===== src/rtl/irq_core_pkg.sv =====
package irq_core_pkg;
   typedef enum logic [1:0] {
      RES_NONE = 2'd0,
      RES_VEC  = 2'd1,
      RES_CAS  = 2'd2
   } ack_res_e;
endpackage


===== src/rtl/irq_prio_enc.sv =====
module irq_prio_enc #(
   parameter int W  = 8,
   parameter int IW = $clog2(W)
) (
   input  logic [W-1:0]  req,
   output logic          any,
   output logic [IW-1:0] idx
);
   always_comb begin
      idx = '0;
      for (int i = 0; i < W; i++) begin
         if (req[i]) idx = IW'(i);
      end
   end
   assign any = |req;
endmodule


===== src/rtl/irq_svc_gate.sv =====
module irq_svc_gate #(
   parameter int W  = 8,
   parameter int IW = $clog2(W)
) (
   input  logic [W-1:0]  isr,
   input  logic [IW-1:0] line,
   output logic          pass
);
   logic [W-1:0] clear_from;
   for (genvar g = 0; g < W; g++) begin : g_line
      assign clear_from[g] = ~|isr[W-1:g];
   end
   assign pass = clear_from[line];
endmodule


===== src/rtl/irq_ack_core.sv =====
module irq_ack_core
   import irq_core_pkg::*;
#(
   parameter int LINES = 8,
   parameter int VEC_W = 8,
   localparam int IDX_W = $clog2(LINES)
) (
   input  logic                   clk,
   input  logic                   rst_n,
   input  logic [LINES-1:0]       irq_pulse,
   input  logic [LINES-1:0]       irq_mask,
   input  logic [LINES-1:0]       cascade_map,
   input  logic                   sec_present,
   input  logic                   auto_eoi,
   input  logic [VEC_W-IDX_W-1:0] vec_base_hi,
   input  logic                   eoi_valid,
   input  logic [IDX_W-1:0]       eoi_line,
   input  logic                   ack,
   output logic                   int_out,
   output logic                   vec_valid,
   output logic [VEC_W-1:0]       vec,
   output logic                   cas_valid,
   output logic [IDX_W-1:0]       cas_line
);
   if (LINES < 2 || (1 << IDX_W) != LINES || VEC_W <= IDX_W) begin : g_bad_cfg
      $error("irq_ack_core: LINES must be a power of two and VEC_W wider than the line index");
   end

   logic [LINES-1:0] irr, isr, irr_a, isr_a, isr_e, irr_d, acc;
   logic             int_q, int_d;
   ack_res_e         res_q, res_d;
   logic [VEC_W-1:0] vec_q, vec_d;
   logic [IDX_W-1:0] line_q, line_d;
   logic             a_any, r_any, n_any;
   logic [IDX_W-1:0] a_idx, r_idx, n_idx;
   logic             p_ack, p_eoi, p_new;

   assign acc = irq_pulse & ~irq_mask;

   irq_prio_enc #(.W(LINES), .IW(IDX_W)) u_enc_ack (.req(irr),   .any(a_any), .idx(a_idx));
   irq_prio_enc #(.W(LINES), .IW(IDX_W)) u_enc_rem (.req(irr_a), .any(r_any), .idx(r_idx));
   irq_prio_enc #(.W(LINES), .IW(IDX_W)) u_enc_new (.req(acc),   .any(n_any), .idx(n_idx));

   irq_svc_gate #(.W(LINES), .IW(IDX_W)) u_gate_ack (.isr(isr_a), .line(r_idx), .pass(p_ack));
   irq_svc_gate #(.W(LINES), .IW(IDX_W)) u_gate_eoi (.isr(isr_e), .line(r_idx), .pass(p_eoi));
   irq_svc_gate #(.W(LINES), .IW(IDX_W)) u_gate_new (.isr(isr_e), .line(n_idx), .pass(p_new));

   // stage 1: acknowledge on the current registers
   always_comb begin
      irr_a  = irr;
      isr_a  = isr;
      res_d  = RES_NONE;
      vec_d  = vec_q;
      line_d = line_q;
      if (ack) begin
         if (a_any) begin
            irr_a[a_idx] = 1'b0;
            isr_a[a_idx] = ~auto_eoi;
            vec_d        = {vec_base_hi, a_idx};
            line_d       = a_idx;
            res_d        = (cascade_map[a_idx] && sec_present) ? RES_CAS : RES_VEC;
         end else begin
            vec_d = {vec_base_hi, {IDX_W{1'b1}}};
            res_d = RES_VEC;
         end
      end
   end

   // stage 2: end of interrupt, stage 3: new requests
   always_comb begin
      isr_e = isr_a;
      if (eoi_valid) isr_e[eoi_line] = 1'b0;
      int_d = ack ? (r_any && p_ack) : int_q;
      if (eoi_valid && r_any && p_eoi) int_d = 1'b1;
      if (n_any && p_new) int_d = 1'b1;
      irr_d = irr_a | acc;
   end

   always_ff @(posedge clk or negedge rst_n) begin
      if (!rst_n) begin
         irr    <= '0;
         isr    <= '0;
         int_q  <= 1'b0;
         res_q  <= RES_NONE;
         vec_q  <= '0;
         line_q <= '0;
      end else begin
         irr    <= irr_d;
         isr    <= isr_e;
         int_q  <= int_d;
         res_q  <= res_d;
         vec_q  <= vec_d;
         line_q <= line_d;
      end
   end

   assign int_out   = int_q;
   assign vec_valid = (res_q == RES_VEC);
   assign cas_valid = (res_q == RES_CAS);
   assign vec       = vec_q;
   assign cas_line  = line_q;

   AST_NO_MASKED_SET: assert property (@(posedge clk) disable iff (!rst_n)
      rst_n |=> ((irr & ~$past(irr) & ($past(irq_mask) | ~$past(irq_pulse))) == '0));
   AST_ACK_RESULT: assert property (@(posedge clk) disable iff (!rst_n)
      (ack && (|irr)) |=> (vec_valid || cas_valid));
   AST_AUTO_NO_SVC: assert property (@(posedge clk) disable iff (!rst_n)
      (ack && auto_eoi) |=> ($countones(isr) <= $countones($past(isr))));
   AST_EOI_CLEARS: assert property (@(posedge clk) disable iff (!rst_n)
      eoi_valid |=> !isr[$past(eoi_line)]);
   AST_LAST_CONSUMED: assert property (@(posedge clk) disable iff (!rst_n)
      (ack && !eoi_valid && (acc == '0) && ($countones(irr) == 1)) |=> !int_out);
   AST_EMPTY_ACK: assert property (@(posedge clk) disable iff (!rst_n)
      (ack && (irr == '0)) |=> (vec_valid && (vec[IDX_W-1:0] == {IDX_W{1'b1}})));
endmodule


===== config.mk =====
export PLATFORM = sky130hd
export DESIGN_NAME = irq_ack_core
export DESIGN_NICKNAME = d
export VERILOG_FILES = /design/src/rtl/irq_core_pkg.sv /design/src/rtl/irq_prio_enc.sv /design/src/rtl/irq_svc_gate.sv /design/src/rtl/irq_ack_core.sv
export SDC_FILE = /design/constraint.sdc
export NUM_CORES = 1
export LEC_CHECK = 0
export BUFFER_PORTS_ARGS = -buffer_cell sky130_fd_sc_hd__buf_2
export CORE_MARGIN = 3
export CORE_UTILIZATION = 25
export DETAILED_ROUTE_END_ITERATION = 8
export GPL_TIMING_DRIVEN = 0
export HOLD_SLACK_MARGIN = 0.08
export PLACE_DENSITY = 0.51
export RECOVER_POWER = 25
export SYNTH_ARGS = -nofsm -noshare
export SYNTH_HDL_FRONTEND = slang
export SYNTH_HIERARCHICAL = 1
export SYNTH_SLANG_ARGS = --single-unit

===== constraint.sdc =====
create_clock -name clk -period 3.8 [get_ports clk]
set_input_delay 0.95 -clock clk [delete_from_list [all_inputs] [get_ports clk]]
set_output_delay 0.95 -clock clk [all_outputs]
set_load 0.01 [all_outputs]

==> results.md, run 1 <==
- Worst skew pair latency: 0.28 ns
- WP data required: 4.02 ns
- Inst Count DP: 365
- Port bufs: 50
- Fraction of layout cells with a size suffix above 1: 31.2%
- GRT Total Usage: 12.1%
- Avg Cell Area, Syn: 8.58 um2
- Router iterations before antenna repair: 4
- Setup crit start kind: flop
- FF/Latch Area: 751 um2
- Max VDD drop: roughly 0.00013 V
- Tot Pwr: 1.20 mW
- Post-route DRC: 0
- Slew @ Worst Pin: 1.65 ns
- Die Y: 92.7 um
- # diodes: 0
- Placed Instance Area: approximately 0.0022 mm2
- Fmax: just under 300 MHz
- Switching share of power: 39.3%
- Sw Pwr: 473 uW
- Final Critical Period: 3.38 ns
- Routed Antenna Nets: 0
- Vias in the first global route: 1,735
- Avg WL per Cell: around 13 um
- Mapped Nets: roughly 260
- Final wirelength: 4870 um
- Comb pwr share: 45.1%
- Drt first-iter violations: 96
- Post-synthesis cell area: 0.00188 mm2
- Cts bufs inserted: 5
- Starting density of the core: 26.6%
- Clk sinks: 30
- Clock Path Buffers: 2
- Slew Viols, Final: 31
- Most used cell, CP: nor2_1
- Post-route design area: 0.00233 mm2
- Hold WC Path Type: reg -> reg
- Critical path, cell by cell: nor2_1, nand4_1, nand3b_4, buf_2, nor2_1, nor2_1, nor2_1, o31ai_2, nand2_1, a211oi_2, o21ai_1, a211oi_1, a22o_1, a221o_1
- Final setup vio count: 0
- Relative slew slack: -9.92%
- Crit path max fanout: 10
- Failing checks: capacitance limit, slew limit
- Post-synthesis sequential area ratio: approximately two fifths
- Max H-tree Level: 2
- Initial antenna violation count: 0
- Post-synthesis cell type count: 37
- First-pass GRT wire length: 8250 um
- Fill cell count: 764
- RSZ-0062 raised after global routing: false
- Seq pwr share: 35.2%
- Critical path endpoint category: flop
- Die X: 92.7 um
- Layout Cells excl Fill: around 370
- Dpl hpwl: roughly 3900 um
- Row count: 30
- Vias: 1,724
- Post-synth EDFFs: 0
- Power per Cell Area: 516 mW/mm2
- Predominant post-synthesis flop cell: dfrtp_1
- Period Utilization, post-route: 89.0%
- Clock power frac: between 10% and 20%
- Root buffer cell: clkbuf_8
- CTS tree: done
- # IOs: 52
- Crit path DAT: between 3 and 4 ns
- Final GP Congestion: 0.786
- Crit path kind: reg -> reg
- Yosys reg bits: 30
- Hold Buf Count CTS: 0
- Internal power: around 730 uW
- Largest net degree at the start of global routing: 31
- Static Leak: ~1.1 nW
- Ys Warns: 6
- Worst hold slack: 0.469 ns
- Status: finished, violations left
- CP max-delay cell: o31ai_2
- Final core occ: 33.0%
- Async SR Flop Fraction: 100%
- Final Skew: approximately 0.0039 ns
- Fin. Hold Viols: 0
- Area growth, synth to finish: 24.1%
- Grt ovf: 0
- Die Area: 0.00859 mm2
- Nets: 314
- Max_cap viols: 1
- Via/cell ratio: 4.63
- CORE AREA: 0.00706 mm2
- Syn Inst Count: about 220
- Worst-path clk slew: 0.06 ns
- Largest stage delay, worst path: a little under 0.6 ns
- Area occupied by multi-input gates: 0.00103 mm2
-- state kept, by name (all words and copies together), names as in the netlist --
signal	cells
cas_line	3
int_out	1
irr	8
isr	8
res_q	2
vec	8
-- through the flow --
step / setup WS, ns / setup TNS, ns
global placement: -0.0261 / -0.0261
detailed placement: -0.00833 / -0.00833
finish: 0.418 / 0
global route: 0.0340 / 0
floorplan: 0.544 / 0
CTS: 0.0816 / 0
-- metal layers --
| layer | up-vias | routed length, um | GRT usage [%] |
|---|---|---|---|
| li1 | 882 | - | - |
| met4 | 0 | 55 | 2.93 |
| met5 | - | 0 | 0 |
| met2 | 51 | 2190 | 19.9 |
| met1 | 784 | 2290 | 15.6 |
| met3 | 7 | 339 | 3.33 |
-- cells by family after synthesis --
kind of cell | after synthesis | share of synthesized area (%)
multiplexers | 11 | 6.92
buffers and inverters | 23 | 5.26
AND/OR/NAND/NOR | 91 | 24.2
AO/OA/AOI/OAI | 64 | 23.6
flip-flops | 30 | 39.9
-- power by group through the flow --
stage,sequential (mW),clock (mW),combinational [mW]
2_1_floorplan,0.431,0,0.388
3_3_place_gp,0.427,0,0.537
3_5_place_dp,0.430,0,0.538
4_1_cts,0.424,0.247,0.541
5_1_grt,0.433,0.260,0.615
6_report,0.423,0.238,0.543
-- cells in the final DEF (no fill, tap or decap), drive strengths merged --
master,netlist,routed
nand4,3,3
nand3b,2,2
o21a,6,6
or3,7,7
nor2b,11,11
nor3,2,2
or4,1,1
nor3b,1,1
a31oi,4,4
mux4,1,1
inv,17,17
clkinv,0,2
nand2,26,26
o31a,1,1
mux2,6,6
nand3,1,1
clkbuf,1,7
o31ai,10,10
buf,5,54
a221o,1,1
nor2,27,27
nand2b,6,6
o21ai,11,11
a22o,1,1
a211oi,6,6
or2,4,4
o21bai,4,4
dfrtp,30,30
mux2i,4,4
a21oi,20,20
-- critical path: cells and delay by family, from the launching register on --
family                 cells  cell delay [ns]
buffers and inverters      1             0.23
and+or+nand+nor            7             1.16
DFF                        1             0.45
AOI/OAI and AO/OA          6             1.47
-- final timing paths --
kind / slack, ns / endpoint / cells past startpoint / startpoint
worst max register to register: 0.42 / int_out / 14 / irr[6]
min in group asynchronous: 1.09 / irr[3] / 1 / rst_n
worst max-delay path: 0.42 / int_out / 14 / irr[6]
worst min register to register: 0.47 / cas_line[1] / 2 / cas_line[1]
max in group asynchronous: 1.76 / isr[1] / 1 / rst_n
worst min-delay path: 0.47 / cas_line[1] / 2 / cas_line[1]
-- repair_timing --
item | CTS | global route
setup buffers | 0 | 0
setup endpoints to repair | 0 | 1
endpoints found under the hold margin | 0 | 0
gates resized for setup | 0 | 1
-- final cells by class --
type                    instances  area share [%]
plain buffers                   6            1.50
clock buffers                   5            2.95
clock inverters                 2           0.429
inverters                      17            2.74
multi-input cells             166            44.4
flip-flops and latches         30            32.2
well taps                      96            5.15
repair buffers                 50            10.7
-- Yosys cell counts (4+ instances only) --
cell,n,area share (%)
a21oi_1,17,4.5
nand2_1,26,5.2
o31ai_1,7,2.8
or3_1,7,2.3
mux2i_1,4,2.1
mux2_2,6,3.6
a31oi_1,4,1.3
buf_2,4,1.1
o21bai_1,4,1.6
nor2b_1,11,3.7
nor2_1,27,5.4
o21a_1,6,2.4
dfrtp_1,30,40
inv_1,14,2.8
o21ai_0,8,2.1
nand2b_1,6,2.0
(Power assumes the default switching activity.)
==> run 2, diff against run 1 <==
CTS_BUF_LIST = sky130_fd_sc_hd__clkbuf_4   (was not set)
==> run 2 against run 1 <==
  * The flow still finishes with violations (capacitance limit, slew limit)
  * Total power is 5.1% lower
  * Via count rose by 0.35%
  * Sequential share of layout area grew 0.44 points
  * Combinational power about the same
  * Worst setup slack got worse by 0.012 ns
  * Critical path depth unchanged
  * Maximum frequency down 0.37%
  * Cell area is 1.3% lower
  * Register-to-register slack barely moved
  * Largest power group unchanged
==> results.md, run 2 (synthesized netlist as in run 1, its figures left out) <==
- Die Area: 0.00859 mm2 (unchanged)
- Status: finished, violations left
- Drt first-iter violations: 85 (-11%)
- Hold Path Origin: cas_line[1]
- Met2 Resource Use GR: 19.5% (-0.42 points)
- Vias in the first global route: 1,740 (+0.29%)
- Crit path kind: reg -> reg
- Failing checks: capacitance limit, slew limit
- Relative slew slack: -9.66% (+0.26 points)
- Switching share of power: 41.0% (+1.7 points)
- Hold WC Path Type: reg -> reg
- Cts bufs inserted: 5 (unchanged)
- Clock power frac: 15.6% (-4.1 points)
- Commonest non-fill, non-tap cells in the layout: buf_2 (53), dfrtp_1 (30), nor2_1 (27)
- Clk sinks: 30 (unchanged)
- First-pass GRT wire length: 8200 um (-0.50%)
- Die X: 92.7 um (unchanged)
- Power per Cell Area: 496 mW/mm2 (-3.8%)
- Nets: 314 (unchanged)
- Inst Count DP: 365 (unchanged)
- Max_cap viols: 1 (unchanged)
- Slew Viols, Final: 31 (unchanged)
- Vias: 1,730 (+0.35%)
- CTS tree: done
- Fmax: 295 MHz (-0.37%)
- Fraction of layout cells with a size suffix above 1: 31.2% (unchanged)
- Crit path DAT: 3.67 ns (+0.07 ns)
- R2r startpoint: irr[6]
- Worst skew pair latency: 0.33 ns (+0.05 ns)
- Port bufs: 50 (unchanged)
- Crit path max fanout: 10 (unchanged)
- Worst-path clk slew: 0.10 ns (+0.04 ns)
- Grt ovf: 0 (unchanged)
- Most Crowded Layer GR: met2
- Starting density of the core: 26.6% (unchanged)
- CP startpoint: irr[6]
- Sw Pwr: 469 uW (-0.97%)
- Slew @ Worst Pin: 1.64 ns (-0.00385 ns)
- Post-route design area: 0.00230 mm2 (-1.3%)
- Die Y: 92.7 um (unchanged)
- Row count: 30 (unchanged)
- Final Skew: 0.0129 ns (+0.00903 ns)
- GRT Total Usage: 12.0% (-0.12 points)
- # IOs: 52 (unchanged)
- Root buffer cell: clkbuf_4
- Dpl hpwl: 3860 um (unchanged)
- Critical path endpoint category: flop
- Area growth, synth to finish: 22.4%
- Post-route DRC: 0 (unchanged)
- Final setup vio count: 0 (unchanged)
- Final wirelength: 4810 um (-1.2%)
- Setup crit start kind: flop
- Static Leak: 1.08 nW (-1.2%)
- Final GP Congestion: 0.786 (unchanged)
- Via/cell ratio: 4.65 (+0.35%)
- Worst slack at placement: -0.00833 ns (unchanged)
- Clock Path Buffers: 2 (unchanged)
- Largest net degree at the start of global routing: 31 (unchanged)
- # diodes: 0 (unchanged)
- RSZ-0062 raised after global routing: false
- Period Utilization, post-route: 89.3% (+0.33 points)
- CORE AREA: 0.00706 mm2 (unchanged)
- Initial antenna violation count: 0 (unchanged)
- Avg WL per Cell: 12.9 um (-1.2%)
- Worst hold slack: 0.476 ns (+0.00733 ns)
- Max VDD drop: 0.000112 V (-16%)
- WP data required: 4.08 ns (+0.06 ns)
- Grt met3 use: 3.33% (unchanged)
- Layout Cells excl Fill: 372 (unchanged)
- Commonest non-fill, non-tap cell in the layout: buf_2
- Tot Pwr: 1.14 mW (-5.1%)
- Final Critical Period: 3.39 ns (+0.0124 ns)
- Router iterations before antenna repair: 4 (unchanged)
- Max H-tree Level: 2 (unchanged)
- Internal power: 674 uW (-7.8%)
- Final setup margin: 0.406 ns (-0.0124 ns)
- Met1 global-route usage: 15.5% (-0.15 points)
- Comb pwr share: 47.4% (+2.3 points)
- Routed Antenna Nets: 0 (unchanged)
- Seq pwr share: 37.0% (+1.8 points)
- Fin. Hold Viols: 0 (unchanged)
- Placed Instance Area: 0.00225 mm2 (unchanged)
==> run 2: changes by cell type in the layout (fill, tap and decap cells not counted) <==
cell | before | now
clkbuf_4 | 0 | 5
clkbuf_8 | 5 | 0
==> run 2: path summary, 6_finish.rpt <==
| kind | endpoint | slack [ns] | cells past startpoint |
|---|---|---|---|
| worst min register to register | cas_line[1] | 0.48 | 2 |
| min in group asynchronous | irr[7] | 1.03 | 1 |
| worst max-delay path | int_out | 0.41 | 14 |
| worst min-delay path | cas_line[1] | 0.48 | 2 |
| worst max register to register | int_out | 0.41 | 14 |
| max in group asynchronous | isr[7] | 1.82 | 1 |
==> run 2: what timing repair did <==
item | 4_1_cts | 5_1_grt
gates resized for setup | 0 | 1
setup endpoints to repair | 0 | 1
hold buffers | 0 | 0
buffers inserted | 0 | 0
==> run 2: per-layer routing <==
layer / wire (um) / part of all wire, % / up-vias
met2: 2200 / 46 / 57
li1: - / - / 884
met3: 346 / 7.2 / 2
met4: 16 / 0.33 / 0
met1: 2250 / 47 / 787
met5: 0 / 0 / -
==> run 2: metrics by stage <==
step	setup TNS [ns]	utilization [%]
after floorplan	0	-
after global placement	-0.0261	31.9
after detailed placement	-0.00833	31.9
after CTS	0	32.6
after global routing	0	32.6
final	0	32.6
==> run 2: area by class of cell <==
class / count / area [um2]
fillers: 762 / 4760
multi-input cells: 166 / 1030
flip-flops and latches: 30 / 751
repair buffers: 50 / 249
well taps: 96 / 120
inverters: 17 / 63.8
clock buffers: 5 / 37.5
plain buffers: 6 / 35.0
clock inverters: 2 / 10.0
==> run 2: worst max-delay path, cell delays in order, from the launching register on <==
cell and delay [ns]:
dfrtp_1 0.47, nor2_1 0.20, nand4_1 0.31, nand3b_4 0.20, buf_2 0.22, nor2_1 0.09, nor2_1 0.13, nor2_1 0.09
o31ai_2 0.58, nand2_1 0.16, a211oi_2 0.24, o21ai_1 0.09, a211oi_1 0.24, a22o_1 0.18, a221o_1 0.13
==> run 2: power groups by stage <==
stage	Sequential, mW	Combinational, mW	Clock (mW)
finish	0.422	0.542	0.178
global route	0.432	0.614	0.196
CTS	0.424	0.541	0.184
detailed placement	0.430	0.538	0
global placement	0.427	0.537	0
floorplan	0.431	0.388	0
==> run 3, diff against run 2 <==
ABC_AREA = 1   (was not set)
==> run 3 against run 2 <==
  * Highest routed layer unchanged
  * Synthesized cell count grew 42%
  * Cell area rose by 4.3%
  * Hold slack barely moved
  * Clock power up 3%
  * The run still ends with capacitance limit, slew limit left
  * Routed wire length is 9.0% higher
  * Die area grew 4.7%
  * Global-route usage grew 0.56 points
  * Combinational power rose by 4%
==> results.md, run 3 <==
- Mapped Nets: 349 (+36%)
- Power per Cell Area: 485 mW/mm2 (-2.2%)
- Failing checks: capacitance limit, slew limit
- Critical R2R Capture: int_out
- Relative slew slack: -14.9% (-5.3 points)
- Layout Cells excl Fill: 468 (+26%)
- Fin. Hold Viols: 0 (unchanged)
- CORE AREA: 0.00745 mm2 (+5.5%)
- Die Area: 0.00900 mm2 (+4.7%)
- Worst skew pair latency: 0.33 ns (about the same)
- Final setup vio count: 0 (unchanged)
- Worst-path clk slew: 0.11 ns (about the same)
- Die Y: 94.9 um (+2.3%)
- Avg Cell Area, Syn: 6.35 um2 (-26%)
- Post-route DRC: 0 (unchanged)
- CTS resizes: 0 (unchanged)
- M1 WL: 2530 um (+12%)
- Row count: 31 (+3.3%)
- Post-synth EDFFs: 0 (unchanged)
- First-pass GRT wire length: 8660 um (+5.5%)
- Cts bufs inserted: 5 (unchanged)
- Crit path max fanout: 5 (-5)
- Final core occ: 32.2% (-0.38 points)
- Fraction of layout cells with a size suffix above 1: 22.2% (-8.9 points)
- DR WL met3: 265 um (-23%)
- Commonest non-fill, non-tap cells in the layout: nand2_1 (83), inv_1 (71), buf_2 (51)
- Post-synth top area share: 38.0% (-1.9 points)
- Most common cell in the synthesized netlist: nand2_1
- Hold Path Cell Cnt: 2 (unchanged)
- # diodes: 0 (unchanged)
- Die X: 94.9 um (+2.3%)
- Via/cell ratio: 4.14 (-11%)
- Post-synthesis cell type count: 19 (-49%)
- Status: finished, violations left
- Setup TNS: 0 ns (unchanged)
- Commonest non-fill, non-tap cell in the layout: nand2_1
- R2r worst-path depth: 22 (+8)
- Vias in the first global route: 1,873 (+7.6%)
- Syn Inst Count: 311 (+42%)
- Setup Buffers After CTS: 0 (unchanged)
- Routed Antenna Nets: 0 (unchanged)
- Hold Buf Count CTS: 0 (unchanged)
- Grt ovf: 0 (unchanged)
- RSZ-0062 raised after global routing: false
- Slew @ Worst Pin: 1.72 ns (+0.0793 ns)
- Final GP Congestion: 0.839 (+6.7%)
- CP startpoint: irr[3]
- Root buffer cell: clkbuf_4
- Initial antenna violation count: 0 (unchanged)
- Max VDD drop: 0.000140 V (+25%)
- WP data required: 4.07 ns (about the same)
- Router iterations before antenna repair: 4 (unchanged)
- Post-synthesis cell area: 0.00197 mm2 (+5.1%)
- Avg WL per Cell: 11.2 um (-13%)
- Clk sinks: 30 (unchanged)
- Synth area leader: dfrtp_1
- Largest net degree at the start of global routing: 31 (unchanged)
- Worst slack at placement: 0.945 ns (+0.954 ns)
- Final Skew: 0.00926 ns (-0.00363 ns)
- Vias: 1,936 (+12%)
- Starting density of the core: 26.5% (-0.12 points)
- Final Critical Period: 2.73 ns (-0.667 ns)
- Drt first-iter violations: 41 (-52%)
- Post-route design area: 0.00240 mm2 (+4.3%)
- Async SR Flop Fraction: 100% (unchanged)
- Post-synthesis sequential area ratio: 38.0% (-1.9 points)
- Crit path kind: reg -> reg
- Inst Count DP: 461 (+26%)
- GRT Total Usage: 12.5% (+0.56 points)
- Ys Warns: 6 (unchanged)
- Crit path DAT: 3.00 ns (-0.67 ns)
- Max layer used: met4
- Slew Viols, Final: 31 (unchanged)
- Internal reg-to-reg setup slack: 1.07 ns (+0.67 ns)
- Nets: 407 (+30%)
- Max H-tree Level: 2 (unchanged)
- Max_cap viols: 1 (unchanged)
- Dpl hpwl: 4360 um (+13%)
- CTS tree: done
- Top cells by area, synth: dfrtp_1 (38%), nand2_1 (16%), inv_1 (13%)
- Period Utilization, post-route: 71.8% (-18 points)
- Clock Path Buffers: 2 (unchanged)
- Met2 wire len: 2430 um (+10%)
- Predominant post-synthesis flop cell: dfrtp_1
- Placed Instance Area: 0.00235 mm2 (+4.6%)
- Critical Path Sink: int_out
- Port bufs: 51 (+2.0%)
- Yosys reg bits: 30 (unchanged)
- Fill cell count: 847 (+11%)
- Critical path endpoint category: flop
- Area growth, synth to finish: 21.5%
- R2r startpoint: irr[3]
- Final wirelength: 5240 um (+9.0%)
- Hold WC Path Type: reg -> reg
- Final setup margin: 1.07 ns (+0.667 ns)
- # IOs: 52 (unchanged)
- Static Leak: 1.49 nW (+38%)
- Fmax: 367 MHz (+24%)
- Post-synth top cells: nand2_1 (83), inv_1 (71), nor2_1 (40), dfrtp_1 (30), nand3_1 (20)
- Setup crit start kind: flop
==> run 3: cell types whose count changed after synthesis, moves of 6 or more <==
cell	previous run	this run
nand2_1	26	83
inv_1	14	71
nor2b_1	11	0
nand3_1	1	20
a21oi_1	17	11
nand2b_1	6	0
o31ai_1	7	0
or3_1	7	0
mux2_2	6	0
o21a_1	6	0
nor2_1	27	40
o22ai_1	0	8
inv_2	3	10
nor3_1	2	8
==> run 3: logic make-up (layout without fill, tap and decap cells) <==
family,count (synthesis),after routing,share of synthesized area (%)
AOI/OAI and AO/OA,40,40,12.0
buffers and inverters,83,141,16.0
DFF,30,30,38.0
and+or+nand+nor,158,158,34.0
==> run 3: area by class of cell <==
cell class,instances,area [um2],area share (%)
clock buffer,5,37.5,1.56
buffer,2,12.5,0.521
multi-input combinational,198,907,37.8
sequential,30,751,31.3
inverter,81,304,12.7
tap,99,124,5.16
timing repair buffer,51,254,10.6
clock inverter,2,10.0,0.417
==> run 3: how the worst min path moves through the flow <==
| stage | startpoint | endpoint |
|---|---|---|
| floorplan | vec[3] | vec[3] |
| global placement | vec[4] | vec[4] |
| detailed placement | vec[5] | vec[5] |
| CTS | vec[5] | vec[5] |
| global route | vec[4] | vec[4] |
| finish | vec[5] | vec[5] |
==> run 3: power breakdown <==
part / leakage (nW) / total (mW) / switching [mW] / internal [mW]
Sequential: 0.337 / 0.421 / 0.0326 / 0.389
Clock: 0.0308 / 0.183 / 0.117 / 0.0665
Combinational: 1.12 / 0.561 / 0.364 / 0.196
Total: 1.49 / 1.17 / 0.514 / 0.652
==> run 3: critical path: stages (launching register included) <==
cell and delay, ns:
dfrtp_1 0.40, inv_1 0.08, nand2_1 0.10, nor3_1 0.22, nand3_1 0.15, nand2_2 0.16, inv_2 0.08, nand3_1 0.18
inv_1 0.09, nor2_1 0.13, nand2_1 0.07, nand2_1 0.07, nand2_1 0.05, nand2_1 0.05, nand2_1 0.04, nand2_1 0.13
inv_2 0.08, a21oi_1 0.13, nand3_1 0.10, a21oi_2 0.11, a22o_1 0.15, nand2_1 0.06, nand3_1 0.07
==> run 3: through the flow <==
stage,total power [mW],hold WS (ns)
after floorplan,0.840,0.509
after global placement,0.987,0.448
after detailed placement,0.995,0.456
after CTS,1.19,0.481
after global routing,1.30,0.497
final,1.17,0.476
==> run 3: metal layers <==
metal / global-route usage (%) / vias up
met2: 20.7 / 43
met3: 2.79 / 4
met4: 2.52 / 0
met5: 0 / -
li1: - / 1055
met1: 16.8 / 834
